===== config.mk =====
export PLATFORM = sky130hd
export DESIGN_NAME = alarm_matcher
export DESIGN_NICKNAME = d
export VERILOG_FILES = /design/src/rtl/alarm_match_pkg.sv /design/src/rtl/alm_cfg_regs.sv /design/src/rtl/alm_compare.sv /design/src/rtl/alm_sticky_flag.sv /design/src/rtl/alarm_matcher.sv
export SDC_FILE = /design/constraint.sdc
export NUM_CORES = 1
export LEC_CHECK = 0
export ABC_CLOCK_PERIOD_IN_PS = 1700
export BUFFER_PORTS_ARGS = -buffer_cell sky130_fd_sc_hd__clkbuf_2
export CORE_MARGIN = 4
export CORE_UTILIZATION = 25
export CTS_CLUSTER_SIZE = 40
export DETAILED_ROUTE_END_ITERATION = 7
export SKIP_CTS_REPAIR_TIMING = 1
export SLEW_MARGIN = 20
export SYNTH_ARGS = -nofsm -noshare
export SYNTH_HDL_FRONTEND = slang
export SYNTH_SLANG_ARGS = --single-unit

===== constraint.sdc =====
create_clock -name clk -period 1.7 [get_ports clk]
set_input_delay 0.34 -clock clk [delete_from_list [all_inputs] [get_ports clk]]
set_output_delay 0.34 -clock clk [all_outputs]
set_load 0.005 [all_outputs]

===== src/rtl/alarm_match_pkg.sv =====
package alarm_match_pkg;
    localparam int MIN_W  = 7;
    localparam int HOUR_W = 6;
    localparam int SEC_W  = 7;
    localparam int NDAYS  = 7;
    localparam int WDAY_W = $clog2(NDAYS + 1);

    typedef struct packed {
        logic [MIN_W-1:0]  min;
        logic [HOUR_W-1:0] hour;
        logic [NDAYS-1:0]  wmask;
    } alm_cfg_t;

    typedef struct packed {
        logic              tick;
        logic [SEC_W-1:0]  sec;
        logic [MIN_W-1:0]  min;
        logic [HOUR_W-1:0] hour;
        logic [WDAY_W-1:0] wday;
    } now_t;

    // True when the weekday code is in range and selected by the mask.
    function automatic logic day_selected(input logic [NDAYS-1:0] mask,
                                          input logic [WDAY_W-1:0] wday);
        logic sel;
        sel = 1'b0;
        for (int i = 0; i < NDAYS; i++) begin
            if (wday == WDAY_W'(i) && mask[i]) sel = 1'b1;
        end
        return sel;
    endfunction
endpackage


===== src/rtl/alm_cfg_regs.sv =====
module alm_cfg_regs
    import alarm_match_pkg::*;
(
    input  logic              clk,
    input  logic              rst,
    input  logic              min_we,
    input  logic [MIN_W-1:0]  min_d,
    input  logic              hour_we,
    input  logic [HOUR_W-1:0] hour_d,
    input  logic              wmask_we,
    input  logic [NDAYS-1:0]  wmask_d,
    input  logic              en_we,
    input  logic              en_d,
    output alm_cfg_t          cfg_q,
    output logic              en_q
);
    always_ff @(posedge clk) begin
        if (rst) begin
            cfg_q <= '0;
            en_q  <= 1'b0;
        end else begin
            if (min_we)   cfg_q.min   <= min_d;
            if (hour_we)  cfg_q.hour  <= hour_d;
            if (wmask_we) cfg_q.wmask <= wmask_d;
            if (en_we)    en_q        <= en_d;
        end
    end

    a_r1_reset_clears: assert property (@(posedge clk)
        rst |=> (!en_q && cfg_q.wmask == '0));
endmodule


===== src/rtl/alm_compare.sv =====
module alm_compare
    import alarm_match_pkg::*;
(
    input  alm_cfg_t cfg,
    input  now_t     now,
    output logic     hit
);
    logic on_minute;
    logic time_eq;
    logic day_ok;

    always_comb begin
        on_minute = now.tick && (now.sec == '0);
        time_eq   = (now.min == cfg.min) && (now.hour == cfg.hour);
        day_ok    = day_selected(cfg.wmask, now.wday);
        hit       = on_minute && time_eq && day_ok;
    end
endmodule


===== src/rtl/alm_sticky_flag.sv =====
module alm_sticky_flag (
    input  logic clk,
    input  logic rst,
    input  logic set_i,
    input  logic clr_i,
    output logic flag_q
);
    always_ff @(posedge clk) begin
        if (rst)        flag_q <= 1'b0;
        else if (set_i) flag_q <= 1'b1;
        else if (clr_i) flag_q <= 1'b0;
    end

    a_r9_set_wins: assert property (@(posedge clk) disable iff (rst)
        set_i |=> flag_q);
    a_r8_clear_takes: assert property (@(posedge clk) disable iff (rst)
        (clr_i && !set_i) |=> !flag_q);
    a_r8_sticky_hold: assert property (@(posedge clk) disable iff (rst)
        (!set_i && !clr_i) |=> $stable(flag_q));
endmodule


===== src/rtl/alarm_matcher.sv =====
module alarm_matcher
    import alarm_match_pkg::*;
(
    input  logic              clk,
    input  logic              rst,
    input  logic              set_min_we_i,
    input  logic [MIN_W-1:0]  set_min_i,
    input  logic              set_hour_we_i,
    input  logic [HOUR_W-1:0] set_hour_i,
    input  logic              set_wmask_we_i,
    input  logic [NDAYS-1:0]  set_wmask_i,
    input  logic              set_en_we_i,
    input  logic              set_en_i,
    input  logic              irq_clr_i,
    input  logic              tick_i,
    input  logic [SEC_W-1:0]  now_sec_i,
    input  logic [MIN_W-1:0]  now_min_i,
    input  logic [HOUR_W-1:0] now_hour_i,
    input  logic [WDAY_W-1:0] now_wday_i,
    output logic              irq
);
    alm_cfg_t cfg;
    now_t     now;
    logic     en;
    logic     hit;
    logic     pend;

    assign now = '{tick: tick_i, sec: now_sec_i, min: now_min_i,
                   hour: now_hour_i, wday: now_wday_i};

    alm_cfg_regs u_regs (
        .clk(clk), .rst(rst),
        .min_we(set_min_we_i), .min_d(set_min_i),
        .hour_we(set_hour_we_i), .hour_d(set_hour_i),
        .wmask_we(set_wmask_we_i), .wmask_d(set_wmask_i),
        .en_we(set_en_we_i), .en_d(set_en_i),
        .cfg_q(cfg), .en_q(en)
    );

    alm_compare u_cmp (.cfg(cfg), .now(now), .hit(hit));

    alm_sticky_flag u_flag (
        .clk(clk), .rst(rst),
        .set_i(hit && en), .clr_i(irq_clr_i), .flag_q(pend)
    );

    assign irq = pend & en;

    a_r5_rise_needs_tick: assert property (@(posedge clk) disable iff (rst)
        $rose(pend) |-> $past(tick_i && now_sec_i == '0));
    a_r7_rise_needs_enable: assert property (@(posedge clk) disable iff (rst)
        $rose(pend) |-> $past(en));
    a_r6_zero_mask_no_hit: assert property (@(posedge clk) disable iff (rst)
        (cfg.wmask == '0) |-> !hit);
    a_r3_hit_needs_time: assert property (@(posedge clk) disable iff (rst)
        hit |-> (now_min_i == cfg.min && now_hour_i == cfg.hour));
endmodule


==> run summary, run 1 <==
Launch point of the worst reg-to-reg path - u_regs.cfg_q[16]$_SDFFE_PP0P_
Maximum vdd ir drop - 0.000346 V
Antenna cells - 0
Slew headroom - 0.847
Hold Crit Depth - 3
RR Endpoint - u_flag.flag_q$_SDFFE_PP0P_
Detailed-router iteration count before antenna repair - 3
Num CTS Buffers - 3
Hold violation count in the final report - 0
Iteration-0 DRC Markers - 11
P_int - 0.804 mW
Filler Cell Count - 399
Critical path launch point type - register
Core area - 3740 sq um
#FFs+latches synth - 22
Netlist Area Pre-Place - 991 sq um
H-Tree Depth - 1
Peak Freq - 753 MHz
CTS Buffer Depth - 2
Critical path class - register to register
Starting Density - 0.265
Global-route wire length before repair - 3.86 mm
Largest net degree at the start of global routing - 23
Total wire length - 2.36 mm
Total congestion overflow - 0
Worst-path clk slew - 70 ps
Reg2reg path depth - 4
HP Class - primary input to register
Critical path launch point - u_regs.cfg_q[16]$_SDFFE_PP0P_
Leak - 0.637 nW
Hold path start - set_min_i[2]
Die Y - 71.0 um
Pwr dens - 777 nW/um^2
Latest clock arrival within the worst-skew pair - 250 ps
Die width - 71.0 um
Hold path endpoint - u_regs.cfg_q[15]$_SDFFE_PP0P_
Avg Inst Size Synth - 10.0 sq um
Final Cell Area - 1340 sq um
Clock power frac - 0.294
WL/cell - 11.9 um
R2R Setup Slk - 370 ps
Die area - 5040 sq um
Vias per cell - 4.31
Vias - 854
Post-route DRC - 0
Min setup slack post-route - 373 ps
Outcome - finished clean
IO buf count - 52
Number of global-route vias before repair - 903
Total Routing Usage GR - 0.0959
Worst EP arrival - 1520 ps
Worst-path cell chain - xnor2_1 > nand4_1 > or4_1 > o21ai_1
Register area share after synthesis - 0.444
Comb pwr share - 0.167
Layout Skew - 2.56 ps
Routed Antenna Nets - 0
Unrepaired setup endpoints after global routing - no
Net count after synthesis - 151
Max_cap viols - 0
HPWL after detailed placement - 2.01 mm
Worst path max stage delay - 530 ps
NumNets Final - 204
Worst EP required - 1890 ps
CTS tree - built
GPL Wtd Cong - 0.778
Share of cells above drive strength 1 - 0.387
Fin crit share - 0.781
Final Max Slew Viols - 0
Switching Fraction - 0.229
Crit Path Max Fanout - 2
Initial antenna violation count - 0
Final setup fails - 0
Share of power burned in registers - 0.540
Worst Tran Pin Value - 227 ps
Slowest cell on the critical path - or4_1
Synth cell types - 16
Sw Pwr - 0.238 mW
DP Worst Slack - 261 ps
Period minus WS final - 1330 ps
Clock sink count - 22
Cell count after synthesis - 99
Yosys warnings - 0
Total Neg Setup Slack - 0 ps
Placed Area - 1300 sq um
Crit path capture type - register
Root Driver - clkbuf_8
Area Overhead vs Synth - 35.4%
I/O pin count - 53
Row cnt - 22
## cells in the final DEF (no fill, tap or decap), drive strengths merged
cell    synthesis  final
nor2b           1      1
o21ai           2      2
nand2           2      2
and2            1      1
o221ai          1      1
buf             0      1
clkbuf          5     55
mux2i          22     22
dfxtp          22     22
nand4           4      4
xnor2          13     13
mux4            1      1
nor2           22     22
nor4            1      1
or4             1      1
nor4b           1      1
## cell type report
| type | count | area (sq um) | share of cell area |
|---|---|---|---|
| Clock buffer | 3 | 41.3 | 0.0308 |
| Sequential cell | 22 | 440 | 0.328 |
| Tap cell | 48 | 60.1 | 0.0448 |
| Multi-Input combinational cell | 72 | 532 | 0.396 |
| Timing Repair Buffer | 53 | 268 | 0.200 |
## Yosys cell counts
cell / n / area share
nor2b_1: 1 / 0.0063
or4_1: 1 / 0.0076
nand4_1: 4 / 0.025
o21ai_1: 1 / 0.0050
o221ai_1: 1 / 0.0088
o21ai_0: 1 / 0.0050
xnor2_1: 13 / 0.11
mux4_2: 1 / 0.023
nor4_1: 1 / 0.0063
nand2_1: 2 / 0.0076
and2_1: 1 / 0.0063
mux2i_1: 22 / 0.22
nor4b_2: 1 / 0.015
dfxtp_1: 22 / 0.44
clkbuf_1: 5 / 0.019
nor2_1: 22 / 0.083
## layer usage
metal	vias to the layer above	wire, um	part of all wire	global-route usage
met3	2	195	0.083	0.0256
li1	441	-	-	-
met5	-	0	0	0
met1	377	1060	0.45	0.115
met2	34	1070	0.45	0.163
met4	0	30	0.013	0.0376
## cells by family (layout without fill, tap and decap cells)
group           count (synthesis)  in the layout  synth area share
flops                          22             22             0.444
xor+xnor                       13             13             0.115
mux                            23             23             0.245
buf+inv                         5             56            0.0189
simple gates                   33             33             0.158
compound gates                  3              3            0.0189
## worst max-delay path, delay by kind of cell (launching register included)
family / cells / cell delay, ps
XOR/XNOR: 1 / 190
AND/OR/NAND/NOR: 2 / 640
AO/OA/AOI/OAI: 1 / 120
flip-flops: 1 / 320
## state kept, by name, summed over array words and instances, names as in the netlist
register       flops
u_regs.cfg_q      20
u_regs.en_q        1
u_flag.flag_q      1
## power groups by stage
stage / clock, mW / sequential [mW] / combinational (mW)
floorplan: 0 / 0.570 / 0.0971
global placement: 0 / 0.573 / 0.171
detailed placement: 0 / 0.575 / 0.176
CTS: 0.320 / 0.563 / 0.178
global route: 0.346 / 0.566 / 0.196
finish: 0.306 / 0.563 / 0.174
## per-stage QoR
stage / utilization / std cells / hold slack, ps / total power [mW]
CTS: 0.358 / 198 / 317 / 1.06
floorplan: - / 99 / 412 / 0.667
finish: 0.358 / 198 / 318 / 1.04
global placement: 0.347 / 195 / 451 / 0.745
global route: 0.358 / 198 / 329 / 1.11
detailed placement: 0.347 / 195 / 456 / 0.751
## worst max-delay path by stage
stage                                       endpoint  slack [ps]  depth (start not counted)
final                     u_flag.flag_q$_SDFFE_PP0P_         370                          4
after global routing      u_flag.flag_q$_SDFFE_PP0P_         270                          4
after CTS                 u_flag.flag_q$_SDFFE_PP0P_         350                          4
after detailed placement  u_flag.flag_q$_SDFFE_PP0P_         260                          5
after global placement    u_flag.flag_q$_SDFFE_PP0P_         270                          5
after floorplan           u_flag.flag_q$_SDFFE_PP0P_         450                          4
Note: power is estimated with default switching activity, not from simulation.
==> run 2: changes to the inputs <==
- ABC_CLOCK_PERIOD_IN_PS: 1700 -> 1300
- clock period: 1.7 -> 1.3 ns (I/O delays scaled with it)
==> run summary, run 2 (same netlist as run 1, synthesis figures left out) <==
Worst-path clk slew - 80 ps
Total wire length - 2.38 mm
Unrepaired setup endpoints after global routing - yes
Post-route DRC - 0
Crit Path Max Fanout - 2
Root Driver - clkbuf_8
Hold violation count in the final report - 0
Top flop regs - u_regs.cfg_q: 20 flops, u_flag.flag_q: 1 flops, u_regs.en_q: 1 flops
Worst EP arrival - 1480 ps
Slowest cell on the critical path - or4_1
DP Worst Slack - -59.2 ps
HP Class - primary input to register
Vias per cell - 4.28
Outcome - finished clean
Iteration-0 DRC Markers - 3
Hold Crit Depth - 3
Critical path launch point type - register
Die width - 71.0 um
Biggest register - u_regs.cfg_q
Routed Antenna Nets - 0
WL/cell - 11.9 um
Layout Skew - 1.86 ps
Worst path max stage delay - 510 ps
Clock sink count - 22
Crit path max-delay family - simple AND/OR/NAND/NOR gates
CTS Buffer Depth - 2
Worst EP required - 1490 ps
Detailed-router iteration count before antenna repair - 4
Most frequent cells in the layout - 52 x clkbuf_2, 22 x mux2i_1, 22 x nor2_1
Final Max Slew Viols - 0
Commonest non-fill, non-tap cell in the layout - clkbuf_2
Critical path class - register to register
Maximum vdd ir drop - 0.000699 V
Latest clock arrival within the worst-skew pair - 260 ps
Peak Freq - 777 MHz
Non-filler cells, final - 200
GPL Wtd Cong - 0.778
HPWL after detailed placement - 2.02 mm
Total congestion overflow - 0
Reg2reg path depth - 4
Antenna cells - 0
Max_cap viols - 0
Fin crit share - 0.990
CP bufs+invs - 0
Row cnt - 22
CTS tree - built
Min setup slack post-route - 13.3 ps
Number of global-route vias before repair - 875
I/O pin count - 53
Slew headroom - 0.841
Worst Tran Pin Value - 237 ps
Total Routing Usage GR - 0.0985
Die Y - 71.0 um
Starting Density - 0.265
Area Overhead vs Synth - 43.9%
WP depth - 4
Vias - 855
Largest net degree at the start of global routing - 23
Global-route wire length before repair - 3.87 mm
Crit path capture type - register
H-Tree Depth - 1
Pwr dens - 1120 nW/um^2
NumNets Final - 205
Core area - 3740 sq um
Final setup fails - 0
Num CTS Buffers - 3
Initial antenna violation count - 0
Max FFs per register - 20
Dpl cells - 196
Period minus WS final - 1290 ps
Worst-path cell chain - xnor2_2 > nand4_1 > or4_1 > o21ai_1
Leak - 0.682 nW
Die area - 5040 sq um
IO buf count - 52
Share of cells above drive strength 1 - 0.480
[run 2: cell types whose count changed in the layout (fill, tap and decap cells not counted), sizes merged]
cell	before	now
bufinv	0	1
buf	1	2
[run 2: power by group]
part           total, mW  internal (mW)  switching (mW)
registers          0.741          0.715          0.0258
clock network      0.620          0.411           0.210
logic              0.241          0.145          0.0959
total               1.60           1.27           0.331
[run 2: worst register-to-register path, delay by kind of cell (launching register included)]
kind             cells  cell delay (ps)
AO/OA/AOI/OAI        1              120
flip-flops           1              340
XOR/XNOR             1              160
AND/OR/NAND/NOR      2              620
[run 2: routing by layer]
| metal | vias to the layer above | global-route usage | part of all wire |
|---|---|---|---|
| li1 | 445 | - | - |
| met1 | 374 | 0.119 | 0.42 |
| met2 | 34 | 0.160 | 0.47 |
| met3 | 2 | 0.0398 | 0.095 |
| met4 | 0 | 0.0313 | 0.013 |
| met5 | - | 0 | 0 |
[run 2: worst paths after layout]
check                          startpoint                            end  slack, ps
min reg2reg    u_flag.flag_q$_SDFFE_PP0P_     u_flag.flag_q$_SDFFE_PP0P_        470
max reg2reg  u_regs.cfg_q[7]$_SDFFE_PP0P_     u_flag.flag_q$_SDFFE_PP0P_         10
max          u_regs.cfg_q[7]$_SDFFE_PP0P_     u_flag.flag_q$_SDFFE_PP0P_         10
min                          set_min_i[0]  u_regs.cfg_q[13]$_SDFFE_PP0P_        240
[run 2: final cells by class]
cell class | instances | area (sq um)
clock buffers | 3 | 41.3
clock inverters | 1 | 30.0
fillers | 404 | 2320
multi-input cells | 72 | 569
flip-flops and latches | 22 | 450
well taps | 48 | 60.1
repair buffers | 54 | 275
[run 2: through the flow]
| step | power, mW | hold WS, ps | cell area [sq um] | TNS [ps] | utilization |
|---|---|---|---|---|---|
| after detailed placement | 0.983 | 464 | 1310 | -59.2 | 0.349 |
| after floorplan | 0.872 | 332 | 991 | 0 | - |
| final | 1.60 | 237 | 1430 | 0 | 0.381 |
| after global routing | 1.70 | 240 | 1430 | -31.5 | 0.381 |
| after CTS | 1.61 | 231 | 1380 | -38.6 | 0.368 |
| after global placement | 0.976 | 450 | 1310 | -45.2 | 0.349 |
